<file path="config.mk">
export PLATFORM = sky130hd
export DESIGN_NAME = e1_idle_inserter
export DESIGN_NICKNAME = d
export VERILOG_FILES = /design/src/rtl/e1_ici_pkg.sv /design/src/rtl/e1_ici_regs.sv /design/src/rtl/e1_ici_timing.sv /design/src/rtl/e1_ici_ser.sv /design/src/rtl/e1_idle_inserter.sv
export SDC_FILE = /design/constraint.sdc
export NUM_CORES = 1
export LEC_CHECK = 0
export ABC_CLOCK_PERIOD_IN_PS = 1800
export BUFFER_PORTS_ARGS = -buffer_cell sky130_fd_sc_hd__buf_4
export CAP_MARGIN = 20
export CORE_ASPECT_RATIO = 1.25
export CORE_UTILIZATION = 40
export DETAILED_ROUTE_END_ITERATION = 16
export SKIP_CTS_REPAIR_TIMING = 1
export SLEW_MARGIN = 20
export SYNTH_ARGS = -nofsm -noshare
export SYNTH_HDL_FRONTEND = slang
export SYNTH_SLANG_ARGS = --single-unit
export TNS_END_PERCENT = 5
</file>
<file path="constraint.sdc">
create_clock -name clk -period 1.8 [get_ports clk]
set_input_delay 0.09 -clock clk [delete_from_list [all_inputs] [get_ports clk]]
set_output_delay 0.09 -clock clk [all_outputs]
set_load 0.01 [all_outputs]
</file>
<file path="src/rtl/e1_ici_pkg.sv">
// Shared definitions for the E1 idle channel code inserter.
// Assumes a 3-bit register address space.
package e1_ici_pkg;
    typedef logic [2:0] ici_addr_t;

    localparam ici_addr_t ADR_IDLE = 3'd0;  // idle code word
    localparam ici_addr_t ADR_LCH  = 3'd1;  // loopback channel number
    localparam ici_addr_t ADR_LEN  = 3'd2;  // loopback enable
    localparam int        ADR_MAP_BASE = 4; // first select map byte
endpackage

</file>
<file path="src/rtl/e1_ici_regs.sv">
// Register file: idle code, loopback channel, loopback enable and the
// per-timeslot select map. Reads are combinational. Assumes SLOTS/BITS
// map registers fit at addresses ADR_MAP_BASE upward.
module e1_ici_regs
    import e1_ici_pkg::*;
#(
    parameter int SLOTS  = 32,
    parameter int BITS   = 8,
    parameter int SLOT_W = $clog2(SLOTS)
) (
    input  logic              clk,
    input  logic              rst_n,
    input  logic              wr_en,
    input  ici_addr_t         wr_addr,
    input  logic [BITS-1:0]   wr_data,
    input  ici_addr_t         rd_addr,
    output logic [BITS-1:0]   rd_data,
    output logic [BITS-1:0]   idle_code,
    output logic [SLOT_W-1:0] loop_ch,
    output logic              loop_en,
    output logic [SLOTS-1:0]  sel_map
);
    localparam int MAP_REGS = SLOTS / BITS;

    logic [BITS-1:0]   idle_q;
    logic [SLOT_W-1:0] lch_q;
    logic              len_q;
    logic [BITS-1:0]   map_q [MAP_REGS];

    // Scalar control registers: idle code, loopback channel and enable.
    always_ff @(posedge clk) begin
        if (!rst_n) begin
            idle_q <= '0;
            lch_q  <= '0;
            len_q  <= 1'b0;
        end else if (wr_en) begin
            if (wr_addr == ADR_IDLE) idle_q <= wr_data;
            if (wr_addr == ADR_LCH)  lch_q  <= wr_data[SLOT_W-1:0];
            if (wr_addr == ADR_LEN)  len_q  <= wr_data[0];
        end
    end

    generate
        for (genvar g = 0; g < MAP_REGS; g++) begin : g_map
            // One select map byte, covering timeslots g*BITS upward.
            always_ff @(posedge clk) begin
                if (!rst_n)
                    map_q[g] <= '0;
                else if (wr_en && wr_addr == 3'(ADR_MAP_BASE + g))
                    map_q[g] <= wr_data;
            end
            assign sel_map[g*BITS +: BITS] = map_q[g];


            map_wr_chk: assert property (@(posedge clk) disable iff (!rst_n)
                wr_en && wr_addr == 3'(ADR_MAP_BASE + g) |=> map_q[g] == $past(wr_data));
        end
    endgenerate

    // Read mux over all registers; unused addresses return zero.
    always_comb begin
        rd_data = '0;
        case (rd_addr)
            ADR_IDLE: rd_data = idle_q;
            ADR_LCH:  rd_data = BITS'(lch_q);
            ADR_LEN:  rd_data = BITS'(len_q);
            default:  ;
        endcase
        for (int i = 0; i < MAP_REGS; i++)
            if (rd_addr == 3'(ADR_MAP_BASE + i)) rd_data = map_q[i];
    end

    assign idle_code = idle_q;
    assign loop_ch   = lch_q;
    assign loop_en   = len_q;


    idle_wr_chk: assert property (@(posedge clk) disable iff (!rst_n)
        wr_en && wr_addr == ADR_IDLE |=> idle_q == $past(wr_data));
endmodule

</file>
<file path="src/rtl/e1_ici_timing.sv">
// Timeslot and bit position counters. Moves on bit_en only. frame_start
// with bit_en forces the current position to timeslot 0, MSB. The
// current position is exposed combinationally.
module e1_ici_timing #(
    parameter int SLOTS  = 32,
    parameter int BITS   = 8,
    parameter int SLOT_W = $clog2(SLOTS),
    parameter int BIT_W  = $clog2(BITS)
) (
    input  logic              clk,
    input  logic              rst_n,
    input  logic              bit_en,
    input  logic              frame_start,
    output logic [SLOT_W-1:0] slot_now,
    output logic [BIT_W-1:0]  bit_now,
    output logic              first_bit
);
    localparam logic [BIT_W-1:0]  BIT_MSB   = BIT_W'(BITS - 1);
    localparam logic [SLOT_W-1:0] SLOT_LAST = SLOT_W'(SLOTS - 1);

    logic [SLOT_W-1:0] slot_q;
    logic [BIT_W-1:0]  bit_q;

    // Current position, overridden by a frame-start pulse.
    always_comb begin
        slot_now  = frame_start ? '0 : slot_q;
        bit_now   = frame_start ? BIT_MSB : bit_q;
        first_bit = (bit_now == BIT_MSB);
    end

    // Advance one bit per enable, wrapping bits then timeslots.
    always_ff @(posedge clk) begin
        if (!rst_n) begin
            slot_q <= '0;
            bit_q  <= BIT_MSB;
        end else if (bit_en) begin
            if (bit_now == '0) begin
                bit_q  <= BIT_MSB;
                slot_q <= (slot_now == SLOT_LAST) ? '0 : slot_now + 1'b1;
            end else begin
                bit_q  <= bit_now - 1'b1;
                slot_q <= slot_now;
            end
        end
    end


    realign_chk: assert property (@(posedge clk) disable iff (!rst_n)
        bit_en && frame_start |=> slot_q == '0 && bit_q == BIT_W'(BITS - 2));

    pos_hold_chk: assert property (@(posedge clk) disable iff (!rst_n)
        !bit_en |=> $stable(slot_q) && $stable(bit_q));

    wrap_chk: assert property (@(posedge clk) disable iff (!rst_n)
        bit_en && !frame_start && slot_q == SLOT_LAST && bit_q == '0
        |=> slot_q == '0 && bit_q == BIT_MSB);
endmodule

</file>
<file path="src/rtl/e1_ici_ser.sv">
// Source selection and serializer. At the first bit of each timeslot it
// picks the idle code or the payload and captures the byte, then shifts
// it out MSB first, one bit per enable. Assumes a stable register view
// for the duration of the capture cycle.
module e1_ici_ser #(
    parameter int SLOTS  = 32,
    parameter int BITS   = 8,
    parameter int SLOT_W = $clog2(SLOTS),
    parameter int BIT_W  = $clog2(BITS)
) (
    input  logic              clk,
    input  logic              rst_n,
    input  logic              bit_en,
    input  logic              first_bit,
    input  logic [BIT_W-1:0]  bit_now,
    input  logic [SLOT_W-1:0] slot_now,
    input  logic [BITS-1:0]   payload,
    input  logic [BITS-1:0]   idle_code,
    input  logic              loop_en,
    input  logic [SLOT_W-1:0] loop_ch,
    input  logic [SLOTS-1:0]  sel_map,
    output logic              ser_out
);
    logic            subst;
    logic [BITS-1:0] chosen;
    logic [BITS-1:0] byte_q;
    logic            ser_q;

    // Substitution request from either the loopback match or the map.
    always_comb begin
        subst  = (loop_en && slot_now == loop_ch) || sel_map[slot_now];
        chosen = subst ? idle_code : payload;
    end

    // Capture the timeslot byte at its first bit and drive the line bit.
    always_ff @(posedge clk) begin
        if (!rst_n) begin
            byte_q <= '0;
            ser_q  <= 1'b0;
        end else if (bit_en) begin
            if (first_bit) begin
                byte_q <= chosen;
                ser_q  <= chosen[BITS-1];
            end else begin
                ser_q  <= byte_q[bit_now];
            end
        end
    end

    assign ser_out = ser_q;


    idle_load_chk: assert property (@(posedge clk) disable iff (!rst_n)
        bit_en && first_bit && subst |=> ser_out == $past(idle_code[BITS-1]));

    pass_load_chk: assert property (@(posedge clk) disable iff (!rst_n)
        bit_en && first_bit && !subst |=> ser_out == $past(payload[BITS-1]));

    byte_hold_chk: assert property (@(posedge clk) disable iff (!rst_n)
        bit_en && !first_bit |=> $stable(byte_q));

    out_hold_chk: assert property (@(posedge clk) disable iff (!rst_n)
        !bit_en |=> $stable(ser_out));
endmodule

</file>
<file path="src/rtl/e1_idle_inserter.sv">
// Top of the E1 idle channel code inserter. Connects the register file,
// the position counters and the serializer. Assumes the payload source
// presents the byte for cur_slot in the bit_en cycle at bit 7.
module e1_idle_inserter
    import e1_ici_pkg::*;
#(
    parameter int SLOTS = 32,
    parameter int BITS  = 8,
    localparam int SLOT_W = $clog2(SLOTS),
    localparam int BIT_W  = $clog2(BITS)
) (
    input  logic              clk,
    input  logic              rst_n,
    input  logic              bit_en,
    input  logic              frame_start,
    input  logic [BITS-1:0]   payload_in,
    output logic [SLOT_W-1:0] cur_slot,
    output logic              ser_out,
    input  logic              wr_en,
    input  logic [2:0]        wr_addr,
    input  logic [BITS-1:0]   wr_data,
    input  logic [2:0]        rd_addr,
    output logic [BITS-1:0]   rd_data
);
    logic [BITS-1:0]   idle_code;
    logic [SLOT_W-1:0] loop_ch;
    logic              loop_en;
    logic [SLOTS-1:0]  sel_map;
    logic [SLOT_W-1:0] slot_now;
    logic [BIT_W-1:0]  bit_now;
    logic              first_bit;

    e1_ici_regs #(.SLOTS(SLOTS), .BITS(BITS), .SLOT_W(SLOT_W)) u_regs (
        .clk(clk), .rst_n(rst_n),
        .wr_en(wr_en), .wr_addr(wr_addr), .wr_data(wr_data),
        .rd_addr(rd_addr), .rd_data(rd_data),
        .idle_code(idle_code), .loop_ch(loop_ch), .loop_en(loop_en),
        .sel_map(sel_map)
    );

    e1_ici_timing #(.SLOTS(SLOTS), .BITS(BITS), .SLOT_W(SLOT_W), .BIT_W(BIT_W)) u_timing (
        .clk(clk), .rst_n(rst_n),
        .bit_en(bit_en), .frame_start(frame_start),
        .slot_now(slot_now), .bit_now(bit_now), .first_bit(first_bit)
    );

    e1_ici_ser #(.SLOTS(SLOTS), .BITS(BITS), .SLOT_W(SLOT_W), .BIT_W(BIT_W)) u_ser (
        .clk(clk), .rst_n(rst_n),
        .bit_en(bit_en), .first_bit(first_bit), .bit_now(bit_now),
        .slot_now(slot_now), .payload(payload_in),
        .idle_code(idle_code), .loop_en(loop_en), .loop_ch(loop_ch),
        .sel_map(sel_map), .ser_out(ser_out)
    );

    assign cur_slot = slot_now;
endmodule

</file>
==> flow_metrics.tcl, run 1 <==
set metrics [dict create \
    outcome "finished with violations" \
    violations "setup timing" \
    crit_family "simple AND/OR/NAND/NOR gates" \
    hp-class "in -> reg" \
    portBuffers 40 \
    clkTransAtPathRegs_ns 0.06 \
    path_cells "buf_6 -> and2b_4 -> a211oi_2 -> or4_4 -> o311ai_4 -> buf_6 -> o221ai_2 -> a31oi_1" \
    vdd_drop_max_mv 0.4875 \
    reg2regPathDepth 8 \
    grt_pass1_wl_um 16330 \
    timing.rr.end "u_ser.byte_q[5]" \
    grt_max_degree 23 \
    worst-path-buf-inv 2 \
    synth_edf_count 32 \
    required_ns 2.04 \
    synth.avg_cell_area_sq_um 10.20 \
    synth_top_area_share_pct 25.54 \
    drt_iter0_drc 181 \
    htree_levels 3 \
    max_stage_delay_ns 0.58 \
    critPathArrivalTime_ns 2.25 \
    cts-root-buf "clkbuf_16" \
    synthTopCellsByArea "edfxtp_1, dfxtp_1, and2_1" \
    relSlewSlack_pct 46.19 \
    antenna_cells 0 \
    syn_inst 369 \
    ys_seq_elements 63 \
    num_rows 39 \
    final_area_sq_um 4821 \
    holdPathStages 3 \
    final_common_cell "buf_4" \
    synthFlopType "edfxtp_1" \
    grt_usage_pct 22.36 \
    worst_hold_path.endpoint "u_regs.idle_code[6]" \
    synth-warning-count 0 \
    place_congestion 0.8364 \
    critPathLaunchType "register" \
    max_clock_freq_mhz 497.3 \
    synth-async-reset-ratio_pct 0 \
    synth_nets 400 \
    drive_gt1_share_pct 32.74 \
    area.growth.synth_to_final_pct 28.13 \
    syn-cell-area_sq_um 3762 \
    startpoint "u_timing.slot_q[0]" \
    worst-path-max-fanout 7 \
    initial_core_util_pct 41.23 \
    final-setup-viol-count 10 \
    most-common-layout-cells "buf_4, nand2_1, and2_1, edfxtp_1, dfxtp_1" \
    total_leakage_power_nw 1.810 \
    clock_sinks 63 \
    fillers 831 \
    yosys.cell_types.count 55 \
    cts_tree "done" \
    cp-end-kind "register" \
    die_y_um 110.4 \
    ioPinCount 41 \
    numCtsBuffers 9 \
    worst_pin_slew_ns 0.8017 \
    hold_viol 0 \
    seq_area_frac_synth_pct 42.04 \
    cap_violations 0 \
    p_per_area_nw_per_um2 807.6 \
    synth_largest_area_cell "edfxtp_1" \
    finalWirelength_um 10650 \
    num_vias 3164 \
    die_area_sq_um 9800 \
    rsz0062_at_grt "yes" \
    grt.overflow.total 0 \
    hpwlAfterDp_um 7870 \
    skew_ns 0.009828 \
    worstReg2RegStart "u_timing.slot_q[0]" \
    chipWidth_um 88.75 \
    wl_per_cell_um 18.72 \
    r2r_slack_ns -0.21 \
    slew_violations 0 \
    core_sq_um 9125 \
    grt_pass1_vias 3162 \
    cp_slowest_cell "or4_4" \
    clock_latency_ns 0.33 \
    min-delay-start "wr_data[6]" \
    period_needed_ns 2.011 \
    nNetsFinal 472 \
    setup_slack_ns -0.2108 \
    cts_buffer_depth 2 \
    antenna_left 0 \
    antenna_found_initial 0 \
    hold_ws_ns 0.05903 \
    crit_type "reg -> reg" \
    viasPerCell 5.561 \
    cpMostUsedCell "buf_6" \
    dpl_cell_area_sq_um 4385 \
    firstDrtPassIters 4 \
    period_share_pct 111.7 \
    drc 0 \
]
## Yosys cell counts, drive strengths merged (9+ instances only)
| cell | count |
|---|---|
| inv | 13 |
| and2 | 33 |
| o221ai | 9 |
| nor2 | 15 |
| buf | 16 |
| o211ai | 11 |
| dfxtp | 31 |
| o22ai | 10 |
| a31oi | 11 |
| a21boi | 9 |
| o21ai | 25 |
| nor2b | 15 |
| edfxtp | 32 |
| nand2 | 33 |
| mux2i | 20 |
## layer usage
layer  vias up  share of wire (%)  global-route usage [%]
met5         -                  0                       0
met4         0                3.1                   11.72
met3        21                3.5                   2.840
met2        83                 51                   37.54
met1      1538                 42                   27.34
li1       1522                  -                       -
## cells by family after synthesis
group | Yosys count | share of synthesized area (%)
AOI/OAI and AO/OA | 107 | 21.22
adders and majority gates | 4 | 1.330
buffers and inverters | 37 | 5.853
DFF | 63 | 42.04
muxes | 31 | 11.11
and+or+nand+nor | 127 | 18.46
## worst max path at each step
stage	endpoint	slack, ns	depth (start not counted)
2_1_floorplan	u_ser.byte_q[0]	-0.07	8
3_3_place_gp	u_ser.byte_q[2]	-0.28	7
3_5_place_dp	u_ser.byte_q[3]	-0.38	7
4_1_cts	u_ser.byte_q[3]	-0.41	7
5_1_grt	u_ser.ser_out	-0.28	7
6_report	u_ser.byte_q[5]	-0.21	8
## layout make-up
type	count	area, sq um	share of cell area [%]
inverters	13	48.80	1.012
clock buffers	13	260.3	5.398
flip-flops and latches	63	1587	32.91
clock inverters	3	42.54	0.8824
multi-input cells	269	2056	42.64
repair buffers	85	673.1	13.96
well taps	123	153.9	3.192
## state kept, by name, summed over array words and instances (netlist names)
name              cells
u_regs.idle_code      8
u_regs.loop_ch        5
u_regs.loop_en        1
u_regs.map_q         32
u_ser.byte_q          8
u_ser.ser_out         1
u_timing.bit_q        3
u_timing.slot_q       5
## report_power, final
group	leakage, nW	total [W]	switching [W]	internal (W)
clock network	0.146	0.00177	0.000627	0.00115
registers	0.564	0.00164	0.0000531	0.00159
logic	1.10	0.000481	0.000250	0.000231
## worst reg2reg max path: cells and delay by family, from the launching register on
family | cells | cell delay (ns)
AND/OR/NAND/NOR | 2 | 0.82
flip-flops | 1 | 0.36
buffers and inverters | 2 | 0.32
AO/OA/AOI/OAI | 4 | 0.42
## through the flow
stage	setup slack [ns]	setup TNS (ns)	utilization [%]	instances	total power, W
2_1_floorplan	-0.07084	-0.6938	-	369	0.001911
3_3_place_gp	-0.2832	-2.507	48.06	551	0.002115
3_5_place_dp	-0.3774	-3.094	48.06	551	0.002122
4_1_cts	-0.4127	-3.502	51.38	567	0.003869
5_1_grt	-0.2814	-2.479	52.83	569	0.004009
6_report	-0.2108	-1.757	52.83	569	0.003893
(Power assumes the default switching activity.)
==> run 2: changes to the inputs <==
Settings changed: RECOVER_POWER set to 25.
==> run 2 against run 1 <==
Net effect: the flow still finishes with violations (setup timing); clock skew is essentially flat; design area is 0.57% lower; sequential power is essentially flat.
==> flow_metrics.tcl, run 2 (synthesis results as in run 1) <==
set metrics [dict create \
    most-common-layout-cells "buf_4, nand2_1, and2_1, edfxtp_1, dfxtp_1" \
    grt_pass1_wl_um 16330 \
    place_congestion 0.8364 \
    viasPerCell 5.568 \
    outcome "finished with violations" \
    drc 0 \
    skew_ns 0.009860 \
    num_vias 3168 \
    pre_cts_ws_ns -0.3774 \
    wl_per_cell_um 18.64 \
    startpoint "u_timing.slot_q[0]" \
    drt_iter0_drc 185 \
    critPathLaunchType "register" \
    pwr-share-clk_pct 45.6 \
    clkTransAtPathRegs_ns 0.06 \
    critPathArrivalTime_ns 2.27 \
    hold_ws_ns 0.06628 \
    chipWidth_um 88.75 \
    largest_register_ffs 32 \
    final_cells 569 \
    hold_viol 0 \
    dp_cells 551 \
    die_area_sq_um 9800 \
    relSlewSlack_pct 43.69 \
    worst_pin_slew_ns 0.8447 \
    rsz0062_at_grt "yes" \
    core_sq_um 9125 \
    final_common_cell "buf_4" \
    ioPinCount 41 \
    numCtsBuffers 9 \
    num_rows 39 \
    cts_tree "done" \
    seq_power_share_pct 42.2 \
    pwr-share-comb_pct 12.2 \
    multi_input_area_sq_um 2056 \
    fillers 837 \
    cts-root-buf "clkbuf_16" \
    max_stage_delay_ns 0.58 \
    period_share_pct 112.2 \
    clock_sinks 63 \
    hpwlAfterDp_um 7870 \
    switching_share_pct 23.82 \
    p_per_area_nw_per_um2 809.9 \
    switching_power_w 0.0009247 \
    die_y_um 110.4 \
    clock_latency_ns 0.33 \
    cts_buffer_depth 2 \
    grt_usage_pct 22.36 \
    path_cells "buf_6 -> and2b_4 -> a211oi_2 -> or4_4 -> o311ai_4 -> buf_6 -> o221ai_1 -> a31oi_1" \
    hp-class "in -> reg" \
    initial_core_util_pct 41.23 \
    portBuffers 40 \
    final-setup-viol-count 10 \
    grt_pass1_vias 3162 \
    crit_type "reg -> reg" \
    setup_slack_ns -0.2199 \
    seqCellArea_sq_um 1587 \
    firstDrtPassIters 4 \
    worstReg2RegStart "u_timing.slot_q[0]" \
    cpMostUsedCell "buf_6" \
    min-delay-start "wr_data[6]" \
    grt.overflow.total 0 \
    antenna_cells 0 \
    grt_max_degree 23 \
    worst-path-buf-inv 2 \
    largest_register "u_regs.map_q" \
    power_w 0.003882 \
    period_needed_ns 2.020 \
    antenna_found_initial 0 \
    htree_levels 3 \
    cap_violations 0 \
    max_clock_freq_mhz 495.1 \
    drive_gt1_share_pct 31.39 \
    violations "setup timing" \
    total_leakage_power_nw 1.784 \
    vdd_drop_max_mv 0.4874 \
    cp_slowest_cell "or4_4" \
    area.growth.synth_to_final_pct 27.40 \
    crit_family "simple AND/OR/NAND/NOR gates" \
    worst-path-max-fanout 7 \
    cp-end-kind "register" \
    nNetsFinal 472 \
    antenna_left 0 \
    finalWirelength_um 10600 \
    intPower_w 0.002957 \
    slew_violations 0 \
    required_ns 2.05 \
]
## run 2: final cells by class
class                           count  area share [%]
Clock buffer                       13           5.429
Clock inverter                      3          0.8875
Inverter                           13           1.018
Multi-Input combinational cell    269           42.89
Sequential cell                    63           33.10
Tap cell                          123           3.211
Timing Repair Buffer               85           13.47
## run 2: worst register-to-register path, stage by stage, from the launching register on
cell and delay (ns):
dfxtp_4 0.36, buf_6 0.13, and2b_4 0.24, a211oi_2 0.03, or4_4 0.58, o311ai_4 0.14, buf_6 0.17, o221ai_1 0.11
a31oi_1 0.18
## run 2: per-layer routing
metal	track usage (%)	wire length (um)	vias up
li1	-	-	1524
met1	27.34	4350	1533
met2	37.54	5573	92
met3	2.840	432	19
met4	11.72	248	0
met5	0	0	-
## run 2: power groups by stage
stage	registers [W]	logic [W]	clock network (W)
final	0.00164	0.000474	0.00177
after global routing	0.00164	0.000511	0.00185
after CTS	0.00164	0.000457	0.00178
after detailed placement	0.00167	0.000456	0
after global placement	0.00167	0.000449	0
after floorplan	0.00165	0.000263	0
## run 2: through the flow
stage               utilization [%]  instance area [sq um]  setup TNS, ns
global placement              48.06                   4385         -2.507
CTS                           51.38                   4688         -3.502
global route                  52.53                   4793         -2.479
finish                        52.53                   4793         -1.800
detailed placement            48.06                   4385         -3.094
floorplan                         -                   3769        -0.6938
## run 2: path summary, 6_finish.rpt
check / to / depth (start not counted) / slack (ns)
max: u_ser.byte_q[1] / 8 / -0.22
min: u_regs.idle_code[6] / 3 / 0.07
max reg2reg: u_ser.byte_q[1] / 8 / -0.22
min reg2reg: u_timing.bit_q[2] / 2 / 0.49
